==> config.mk <==
export PLATFORM = sky130hd
export DESIGN_NAME = tw_ctrl_slave
export DESIGN_NICKNAME = d
export VERILOG_FILES = /design/src/rtl/tw_pkg.sv /design/src/rtl/tw_sync.sv /design/src/rtl/tw_unit_asm.sv /design/src/rtl/tw_ctrl_slave.sv
export SDC_FILE = /design/constraint.sdc
export NUM_CORES = 1
export LEC_CHECK = 0
export BUFFER_PORTS_ARGS = -buffer_cell sky130_fd_sc_hd__buf_2
export CORE_UTILIZATION = 50
export DETAILED_ROUTE_END_ITERATION = 6
export GPL_TIMING_DRIVEN = 0
export PLACE_DENSITY_LB_ADDON = 0.05
export SLEW_MARGIN = 0
export SYNTH_ARGS = -nofsm -noshare
export SYNTH_HDL_FRONTEND = slang
export SYNTH_HIERARCHICAL = 1
export SYNTH_SLANG_ARGS = --single-unit
==> constraint.sdc <==
create_clock -name clk -period 2.51 [get_ports clk]
set_input_delay 0.251 -clock clk [delete_from_list [all_inputs] [get_ports clk]]
set_output_delay 0.251 -clock clk [all_outputs]
set_load 0.01 [all_outputs]
==> src/rtl/tw_pkg.sv <==
`timescale 1ns/1ps
package tw_pkg;
    typedef enum logic [1:0] {
        S_IDLE = 2'd0,
        S_HDR  = 2'd1,
        S_PAY  = 2'd2,
        S_HALT = 2'd3
    } tw_state_e;
endpackage

==> src/rtl/tw_sync.sv <==
`timescale 1ns/1ps
module tw_sync #(
    parameter int W      = 3,
    parameter int STAGES = 2
) (
    input  logic         clk,
    input  logic         rst_n,
    input  logic [W-1:0] d_i,
    output logic [W-1:0] q_o
);
    for (genvar g = 0; g < W; g++) begin : g_bit
        logic [STAGES-1:0] sh;
        always_ff @(posedge clk or negedge rst_n) begin
            if (!rst_n) sh <= '0;
            else        sh <= {sh[STAGES-2:0], d_i[g]};
        end
        assign q_o[g] = sh[STAGES-1];
    end
endmodule

==> src/rtl/tw_unit_asm.sv <==
`timescale 1ns/1ps
module tw_unit_asm #(
    parameter int UNIT_W = 8
) (
    input  logic              clk,
    input  logic              rst_n,
    input  logic              clr,
    input  logic              bit_en,
    input  logic              bit_d,
    output logic [UNIT_W-1:0] unit_q,
    output logic              vld_q
);
    localparam int BYTES = UNIT_W / 8;
    localparam int CNT_W = $clog2(UNIT_W);

    logic [CNT_W-1:0]  cnt;
    logic [UNIT_W-1:0] acc, acc_nx;
    int                pos_i;

    // bit k of the stream lands in byte (BYTES-1-k/8), bit k%8: MSB byte first
    always_comb begin
        pos_i  = (BYTES - 1 - int'(cnt) / 8) * 8 + int'(cnt) % 8;
        acc_nx = acc;
        acc_nx[pos_i[CNT_W-1:0]] = bit_d;
    end

    always_ff @(posedge clk or negedge rst_n) begin
        if (!rst_n) begin
            cnt    <= '0;
            acc    <= '0;
            unit_q <= '0;
            vld_q  <= 1'b0;
        end else if (clr) begin
            cnt   <= '0;
            vld_q <= 1'b0;
        end else if (bit_en) begin
            acc <= acc_nx;
            if (cnt == CNT_W'(UNIT_W - 1)) begin
                cnt    <= '0;
                unit_q <= acc_nx;
                vld_q  <= 1'b1;
            end else begin
                cnt   <= cnt + 1'b1;
                vld_q <= 1'b0;
            end
        end else begin
            vld_q <= 1'b0;
        end
    end

    AST_CLR_EMPTIES: assert property (@(posedge clk) disable iff (!rst_n)
        clr |=> (cnt == '0));
    AST_UNIT_HOLD: assert property (@(posedge clk) disable iff (!rst_n)
        !vld_q |-> $stable(unit_q));
endmodule

==> src/rtl/tw_ctrl_slave.sv <==
`timescale 1ns/1ps
module tw_ctrl_slave #(
    parameter int              ADDR_W      = 6,
    parameter logic [ADDR_W-1:0] OWN_ADDR  = 6'h15,
    parameter int              UNIT_W      = 8,
    parameter int              SYNC_STAGES = 2
) (
    input  logic              clk,
    input  logic              rst_n,
    input  logic              cb_mode_i,
    input  logic              cb_clk_i,
    input  logic              cb_dat_i,
    output logic [UNIT_W-1:0] unit_o,
    output logic              unit_vld_o
);
    import tw_pkg::*;

    localparam int HDR_W  = ADDR_W + 2;
    localparam int HCNT_W = $clog2(HDR_W + 2);

    logic [2:0] sync_q;
    logic       m, c, d, m_q, c_q;
    logic       m_rise, m_fall, c_rise, c_fall;

    tw_sync #(.W(3), .STAGES(SYNC_STAGES)) u_sync (
        .clk  (clk),
        .rst_n(rst_n),
        .d_i  ({cb_mode_i, cb_clk_i, cb_dat_i}),
        .q_o  (sync_q)
    );
    assign {m, c, d} = sync_q;

    always_ff @(posedge clk or negedge rst_n) begin
        if (!rst_n) begin
            m_q <= 1'b0;
            c_q <= 1'b0;
        end else begin
            m_q <= m;
            c_q <= c;
        end
    end
    assign m_rise = m & ~m_q;
    assign m_fall = ~m & m_q;
    assign c_rise = c & ~c_q;
    assign c_fall = ~c & c_q;

    tw_state_e          st, st_nx;
    logic [HCNT_W-1:0]  hcnt;
    logic [ADDR_W-1:0]  addr_sr;
    logic               sel_q;
    logic               hdr_done, hdr_match;
    logic               asm_clr, asm_en;

    // state register
    always_ff @(posedge clk or negedge rst_n) begin
        if (!rst_n) st <= S_IDLE;
        else        st <= st_nx;
    end

    // next state and datapath controls
    always_comb begin
        st_nx = st;
        unique case (st)
            S_IDLE, S_HALT: begin
                if (m_rise)           st_nx = S_PAY;
                else if (c_fall && !m) st_nx = S_HDR;
            end
            S_HDR:  if (m_rise) st_nx = S_PAY;
            S_PAY:  if (m_fall) st_nx = S_HALT;
        endcase
        hdr_done  = (st == S_HDR) && m_rise;
        hdr_match = (hcnt == HCNT_W'(HDR_W)) && (addr_sr == OWN_ADDR) && (addr_sr != '0);
        asm_clr   = (st != S_PAY) || m_fall;
        asm_en    = (st == S_PAY) && m && c_rise && sel_q;
    end

    // header capture: bits 1..0 skipped, bits 7..2 shifted in LSB first
    always_ff @(posedge clk or negedge rst_n) begin
        if (!rst_n) begin
            hcnt    <= '0;
            addr_sr <= '0;
            sel_q   <= 1'b0;
        end else begin
            if (st != S_HDR) begin
                hcnt <= '0;
            end else if (c_rise) begin
                if (hcnt >= HCNT_W'(2) && hcnt < HCNT_W'(HDR_W))
                    addr_sr <= {d, addr_sr[ADDR_W-1:1]};
                if (hcnt <= HCNT_W'(HDR_W))
                    hcnt <= hcnt + 1'b1;
            end
            if (hdr_done) sel_q <= hdr_match;
        end
    end

    tw_unit_asm #(.UNIT_W(UNIT_W)) u_asm (
        .clk   (clk),
        .rst_n (rst_n),
        .clr   (asm_clr),
        .bit_en(asm_en),
        .bit_d (d),
        .unit_q(unit_o),
        .vld_q (unit_vld_o)
    );

    AST_VLD_PULSE: assert property (@(posedge clk) disable iff (!rst_n)
        unit_vld_o |=> !unit_vld_o);
    AST_HALT_NOT_HDR: assert property (@(posedge clk) disable iff (!rst_n)
        (st == S_HALT && c) |=> (st != S_HDR));
    AST_VLD_NEEDS_SEL: assert property (@(posedge clk) disable iff (!rst_n)
        unit_vld_o |-> $past(sel_q));
    AST_SPECIAL_DESELECT: assert property (@(posedge clk) disable iff (!rst_n)
        (hdr_done && addr_sr == '0) |=> !sel_q);
    AST_SHORT_HDR: assert property (@(posedge clk) disable iff (!rst_n)
        (hdr_done && hcnt != HCNT_W'(HDR_W)) |=> !sel_q);
endmodule

After elaboration in Yosys (flattened, before gate mapping)
Cells that the tools add are included.
{"block": "totals", "ff_bits": 41, "word_cells": 80}
{"block": "classes", "n_addsub": 2, "magnitude_cmp": 5, "n_bitwise": 10, "n_eq_ne": 11, "n_reduce_logical": 22, "muxes": 17}
{"cell": "two-way mux 4 bit", "n": 3}
{"cell": "logical AND 1 bit", "n": 9}
{"cell": "two-way mux 3 bit", "n": 3}
{"cell": "AND reduction 3 bit", "n": 3}
{"cell": "bitwise mux 8 bit", "n": 1}
{"cell": "two-way mux 2 bit", "n": 4}
{"cell": "equality test 6 x 5 -> 1 bit, second input constant", "n": 1}
{"cell": "!= test 2 bit, second input constant", "n": 3}
{"cell": "NOT 1 bit", "n": 6}
{"cell": "case mux 2 bit (3 select lines)", "n": 1}
{"cell": "nonzero test 2 bit", "n": 3}
{"cell": "nonzero test 6 bit", "n": 1}
{"cell": "adder 4 x 1 -> 4 bit, second input constant", "n": 1}
{"cell": "bitwise AND 1 bit", "n": 4}
{"cell": "equality test 2 bit, second input constant", "n": 2}
{"cell": "equality test 4 bit, second input constant", "n": 1}
{"cell": "greater-or-equal comparator 4 x 2 -> 1 bit, second input constant", "n": 1}
{"cell": "<= comparator 4 bit, second input constant", "n": 1}
{"cell": "< comparator 3 x 4 -> 1 bit, second input constant", "n": 1}
{"cell": "< comparator 4 bit, second input constant", "n": 1}
{"cell": "two-way mux 1 bit", "n": 4}
{"cell": "AND reduction 2 bit", "n": 2}
{"cell": "adder 3 x 1 -> 3 bit, second input constant", "n": 1}
{"cell": "demux 1 bit (select 3 bit)", "n": 1}
{"cell": "9 further kinds", "n": 9}

Depth between registers and ports, before layout
{"block": "depth", "word_depth": 6, "ltp_mapped": 10, "depth_no_buf": 7}

By module
Netlist, hierarchy kept.
{"mod": "tw_unit_asm", "n_inst": 1, "cells_per_inst": 93, "seq_area_each_um2": 500.5, "area_each_um2": 1004.7}
{"mod": "tw_ctrl_slave", "n_inst": 1, "cells_per_inst": 64, "seq_area_each_um2": 375.4, "area_each_um2": 757.0}
{"mod": "tw_sync", "n_inst": 1, "cells_per_inst": 9, "seq_area_each_um2": 150.1, "area_each_um2": 172.7}

Worst setup path after synthesis
No wires, ideal clock.
{"block": "synth_timing", "path_kind": "register to register", "from": "register u_sync.g_bit[2].sh[1]", "to": "register u_asm.unit_q[4]", "path_stages_with_launch": 8, "arrival_ps": 1633, "slack_ps": 749, "synth_period_minus_slack_ps": 1761, "setup_time_ps": 129, "t_required_ps": 2381, "cell_sequence": "dfrtp_1 -> buf_4 -> o21ai_0 -> and3b_1 -> buf_6 -> buf_6 -> nor2_1 -> a31oi_1"}
{"block": "synth_via", "elab_chain_cells": 5}
{"element": "from (decl)", "line": "tw_sync.sv:12", "source": "logic [STAGES-1:0] sh;"}
{"element": "from (signal assigned)", "line": "tw_sync.sv:15", "source": "else sh <= {sh[STAGES-2:0], d_i[g]};"}
{"element": "NOT 1 bit", "line": "tw_ctrl_slave.sv:43", "source": "assign m_fall = ~m & m_q;"}
{"element": "bitwise AND 1 bit", "line": "tw_ctrl_slave.sv:43"}
{"element": "logical OR 1 bit", "line": "tw_ctrl_slave.sv:73", "source": "asm_clr = (st != S_PAY) || m_fall;"}
{"element": "net asm_clr", "line": "tw_ctrl_slave.sv:52", "source": "logic asm_clr, asm_en;"}
{"element": "NOT 1 bit (no line)"}
{"element": "AND reduction 3 bit (no line)"}
{"element": "to (signal assigned)", "line": "tw_unit_asm.sv:40", "source": "unit_q <= acc_nx;"}
{"element": "to (decl)", "line": "tw_unit_asm.sv:10", "source": "output logic [UNIT_W-1:0] unit_q,"}
The timed path passes the listed nets, and every way through them passes these cells.
A chain may end at the register's enable or synchronous reset.

Worst setup path in the final report
{"block": "layout_timing", "from": "register st[0]", "to": "register u_asm.acc[1]"}
{"element": "from (decl)", "line": "tw_ctrl_slave.sv:47", "source": "tw_state_e st, st_nx;"}
{"element": "from (signal assigned)", "line": "tw_ctrl_slave.sv:57", "source": "else st <= st_nx;"}
{"element": "!= test 2 bit", "line": "tw_ctrl_slave.sv:73"}
{"element": "logical OR 1 bit", "line": "tw_ctrl_slave.sv:73"}
{"element": "net asm_clr", "line": "tw_ctrl_slave.sv:52"}
{"element": "NOT 1 bit (no line)"}
{"element": "AND reduction 2 bit (no line)"}
{"element": "to (signal assigned)", "line": "tw_unit_asm.sv:37", "source": "acc <= acc_nx;"}
{"element": "to (decl)", "line": "tw_unit_asm.sv:17", "source": "logic [UNIT_W-1:0] acc, acc_nx;"}
The timed path passes the listed nets, and every way through them passes these cells.

==> impl_metrics.yaml <==
power_and_ir_drop:
  p_leak_nw: 1.02
  irDropWorstVdd_uv: 471
  p_per_area_nw_per_um2: 616
  power_mw: 1.32
timing:
  fin_skew_ps: 5.50
  timing.final.crit_share: 0.822
  finalCriticalPeriod_ps: 2060
  maxSlewHeadroom: 0.400
  grt_setup_unrepaired: "no"
  finalHoldViolations: 0
  worstMarginPinSlew_ps: 891
  clock.fmax_mhz: 484
  tns_ps: 0
  setup_violations: 0
  hold_slack_ps: 66.6
  final_max_slew_viol_count: 0
yosys:
  synth_flop_cell: "dfrtp_1"
  syn_inst: 166
  yosysUniqueCellTypes: 39
  yosysSeqAreaShare: 0.530
  ys_warn_count: 6
  ys_ff_latch: 41
  synth_fp_nets: 177
  syn_avg_cell_area_um2: 11.7
  synth_edf_count: 0
  netlist.top_cell.by_area: "dfrtp_1"
  syn-cell-area_um2: 1930
  async_reset_ff_frac: 1.00
  netlist_top_cells_area: "dfrtp_1, mux2_2, ha_1"
  synth_top_area_share: 0.530
finish:
  final_layout_size_suffix_gt1_frac: 0.257
  antennaDiodeCount: 0
  n_fill_cell: 332
  utilization: 0.580
  synthToLayoutAreaGrowth_pct: 10.6
  nets: 197
  postLayoutCellArea_um2: 2140
  multiInputGateArea_um2: 810
  seq_area_um2: 1030
critical_path:
  r2r_slack_ps: 450
  r2r_cells: 6
  path_class: "reg -> reg"
  worst_path_dominant_cell_family: "simple AND/OR/NAND/NOR gates"
  crit_end: "u_asm/acc[1]"
  path_depth: 6
  cp_cell_sequence: "inv_1 -> ha_1 -> o21ai_0 -> nand3b_1 -> nor3_1 -> mux2_2"
  cp_slowest_cell: "dfrtp_1"
  crit_start: "st[0]"
  crit_required_ps: 2680
  arrival_ps: 2230
  critPathMaxStageDelay_ps: 400
  timing.rr.end: "u_asm/acc[1]"
  end_kind: "flip-flop"
  cp_num_buf_inv: 1
  cp_max_fo: 7
  r2r_start: "st[0]"
  start_kind: "flip-flop"
floorplan:
  die_height_um: 64.2
  die_x_um: 64.2
  start_util: 0.524
  die_area_um2: 4120
  coreArea_um2: 3690
  ioPinCount: 14
  fp-row-count: 22
cts:
  cts_resized: 0
  cts.htree.levels: 2
  cts_root_buffer: "clkbuf_8"
  cts_buffer_depth: 2
  hold_buffers: 0
  cts_sinks: 41
  numCtsBuffers: 5
  cts_setup_buffers: 0
  worstSkewPairLatency_ps: 290
  tritoncts: "built"
  path_clk_slew_ps: 70
detailed_routing:
  drc: 0
  wire_per_inst_um: 14.0
  drtPass1Iterations: 4
  drtIter0Drc: 52
  routed_wl_mm: 3.30
  vias_per_cell: 5.45
  ant_nets: 0
  num_vias: 1281
global_route:
  track_usage: 0.186
  grt_pass1_vias: 1233
  grt_max_degree: 42
  grt-ovfl-total: 0
  grt_antenna_before_repair: 0
  grt_pass1_wl_mm: 5.75
placed_design:
  placedInstanceArea_um2: 2060
  place.gp.congestion: 0.806
  io_buffers: 13
  detailed_place_hpwl_mm: 2.38
outcome:
  status: "complete, no violations"
flow_run:
  maxCapViolCount: 0
hold_path:
  min-delay-start: "cb_clk_i"
  hold_class: "in -> reg"
## power breakdown
part           internal, mW  switching (mW)  total [mW]
clock                 0.197           0.205       0.402
combinational        0.0939           0.113       0.207
sequential            0.689          0.0198       0.709
## cells by family (layout without fill, tap and decap cells)
family	Yosys count	in the layout	synth area share
AND/OR/NAND/NOR	57	57	0.173
flip-flops	41	41	0.530
AO/OA/AOI/OAI	26	26	0.0860
multiplexers	20	20	0.116
buffers and inverters	15	36	0.0511
adder cells (fa/ha/maj)	6	6	0.0388
XOR/XNOR	1	1	0.00453
## flip-flops by register name (all words and copies together), names as in the netlist
register / count
u_asm/acc: 8
u_asm/unit_q: 8
addr_sr: 6
u_sync/g_bit.sh: 6
hcnt: 4
u_asm/cnt: 3
st: 2
c_q: 1
m_q: 1
sel_q: 1
u_asm/vld_q: 1
## cell usage in the layout, fill, tap and decap left out, types with 2 or more instances in the layout
cell	count
a21boi_0	2
and2b_1	2
nand2_1	13
a31oi_1	4
o31ai_1	2
nor2_1	15
o21ai_0	10
clkbuf_8	5
buf_4	5
nor3b_1	2
mux2_2	15
nand2b_1	3
o22a_1	2
and2_1	2
nor2b_1	3
ha_1	6
nand3_1	5
a21oi_1	2
buf_2	14
mux2i_1	4
inv_1	5
nand4b_1	2
buf_6	3
nor3_1	2
clkbuf_1	4
dfrtp_1	41
## layer usage
metal / share of wire / global-route usage / vias to the layer above
li1: - / - / 614
met1: 0.47 / 0.236 / 636
met2: 0.48 / 0.295 / 24
met3: 0.034 / 0.0429 / 7
met4: 0.022 / 0.100 / 0
met5: 0 / 0 / -
## area by class of cell
| type | instances | area share |
|---|---|---|
| buffer | 10 | 0.0374 |
| clock buffer | 8 | 0.0374 |
| inverter | 5 | 0.00877 |
| multi-input combinational | 110 | 0.378 |
| sequential | 41 | 0.480 |
| tap | 48 | 0.0281 |
| timing repair buffer | 13 | 0.0304 |
## worst min-delay path by stage
stage | endpoint | slack [ps] | cells after the start
after global placement | u_sync/g_bit[2].sh[1] | 330 | 0
after global routing | u_sync/g_bit[0].sh[0] | 60 | 1
final | u_sync/g_bit[1].sh[0] | 70 | 1
after CTS | u_sync/g_bit[1].sh[0] | 60 | 1
after detailed placement | u_sync/g_bit[1].sh[1] | 340 | 0
after floorplan | addr_sr[0] | -40 | 0
## cells in the mapped netlist, types with 2 or more instances
| library cell | n |
|---|---|
| nor3_1 | 2 |
| mux2_2 | 15 |
| nor3b_1 | 2 |
| dfrtp_1 | 41 |
| nand2b_1 | 3 |
| and2_1 | 2 |
| a21boi_0 | 2 |
| nand4b_1 | 2 |
| nor2b_1 | 3 |
| o21ai_0 | 10 |
| a31oi_1 | 4 |
| o22a_1 | 2 |
| a21oi_1 | 2 |
| o31ai_1 | 2 |
| nand3_1 | 5 |
| nand2_1 | 13 |
| ha_1 | 6 |
| mux2i_1 | 4 |
| and2b_1 | 2 |
| nor2_1 | 15 |
| buf_6 | 3 |
| buf_4 | 5 |
| inv_1 | 5 |
## through the flow
step                cells  worst slack (ps)
floorplan             166               749
detailed placement    227               443
global route          235               290
finish                235               446
global placement      227               519
CTS                   235               428
(Power assumes the default switching activity.)
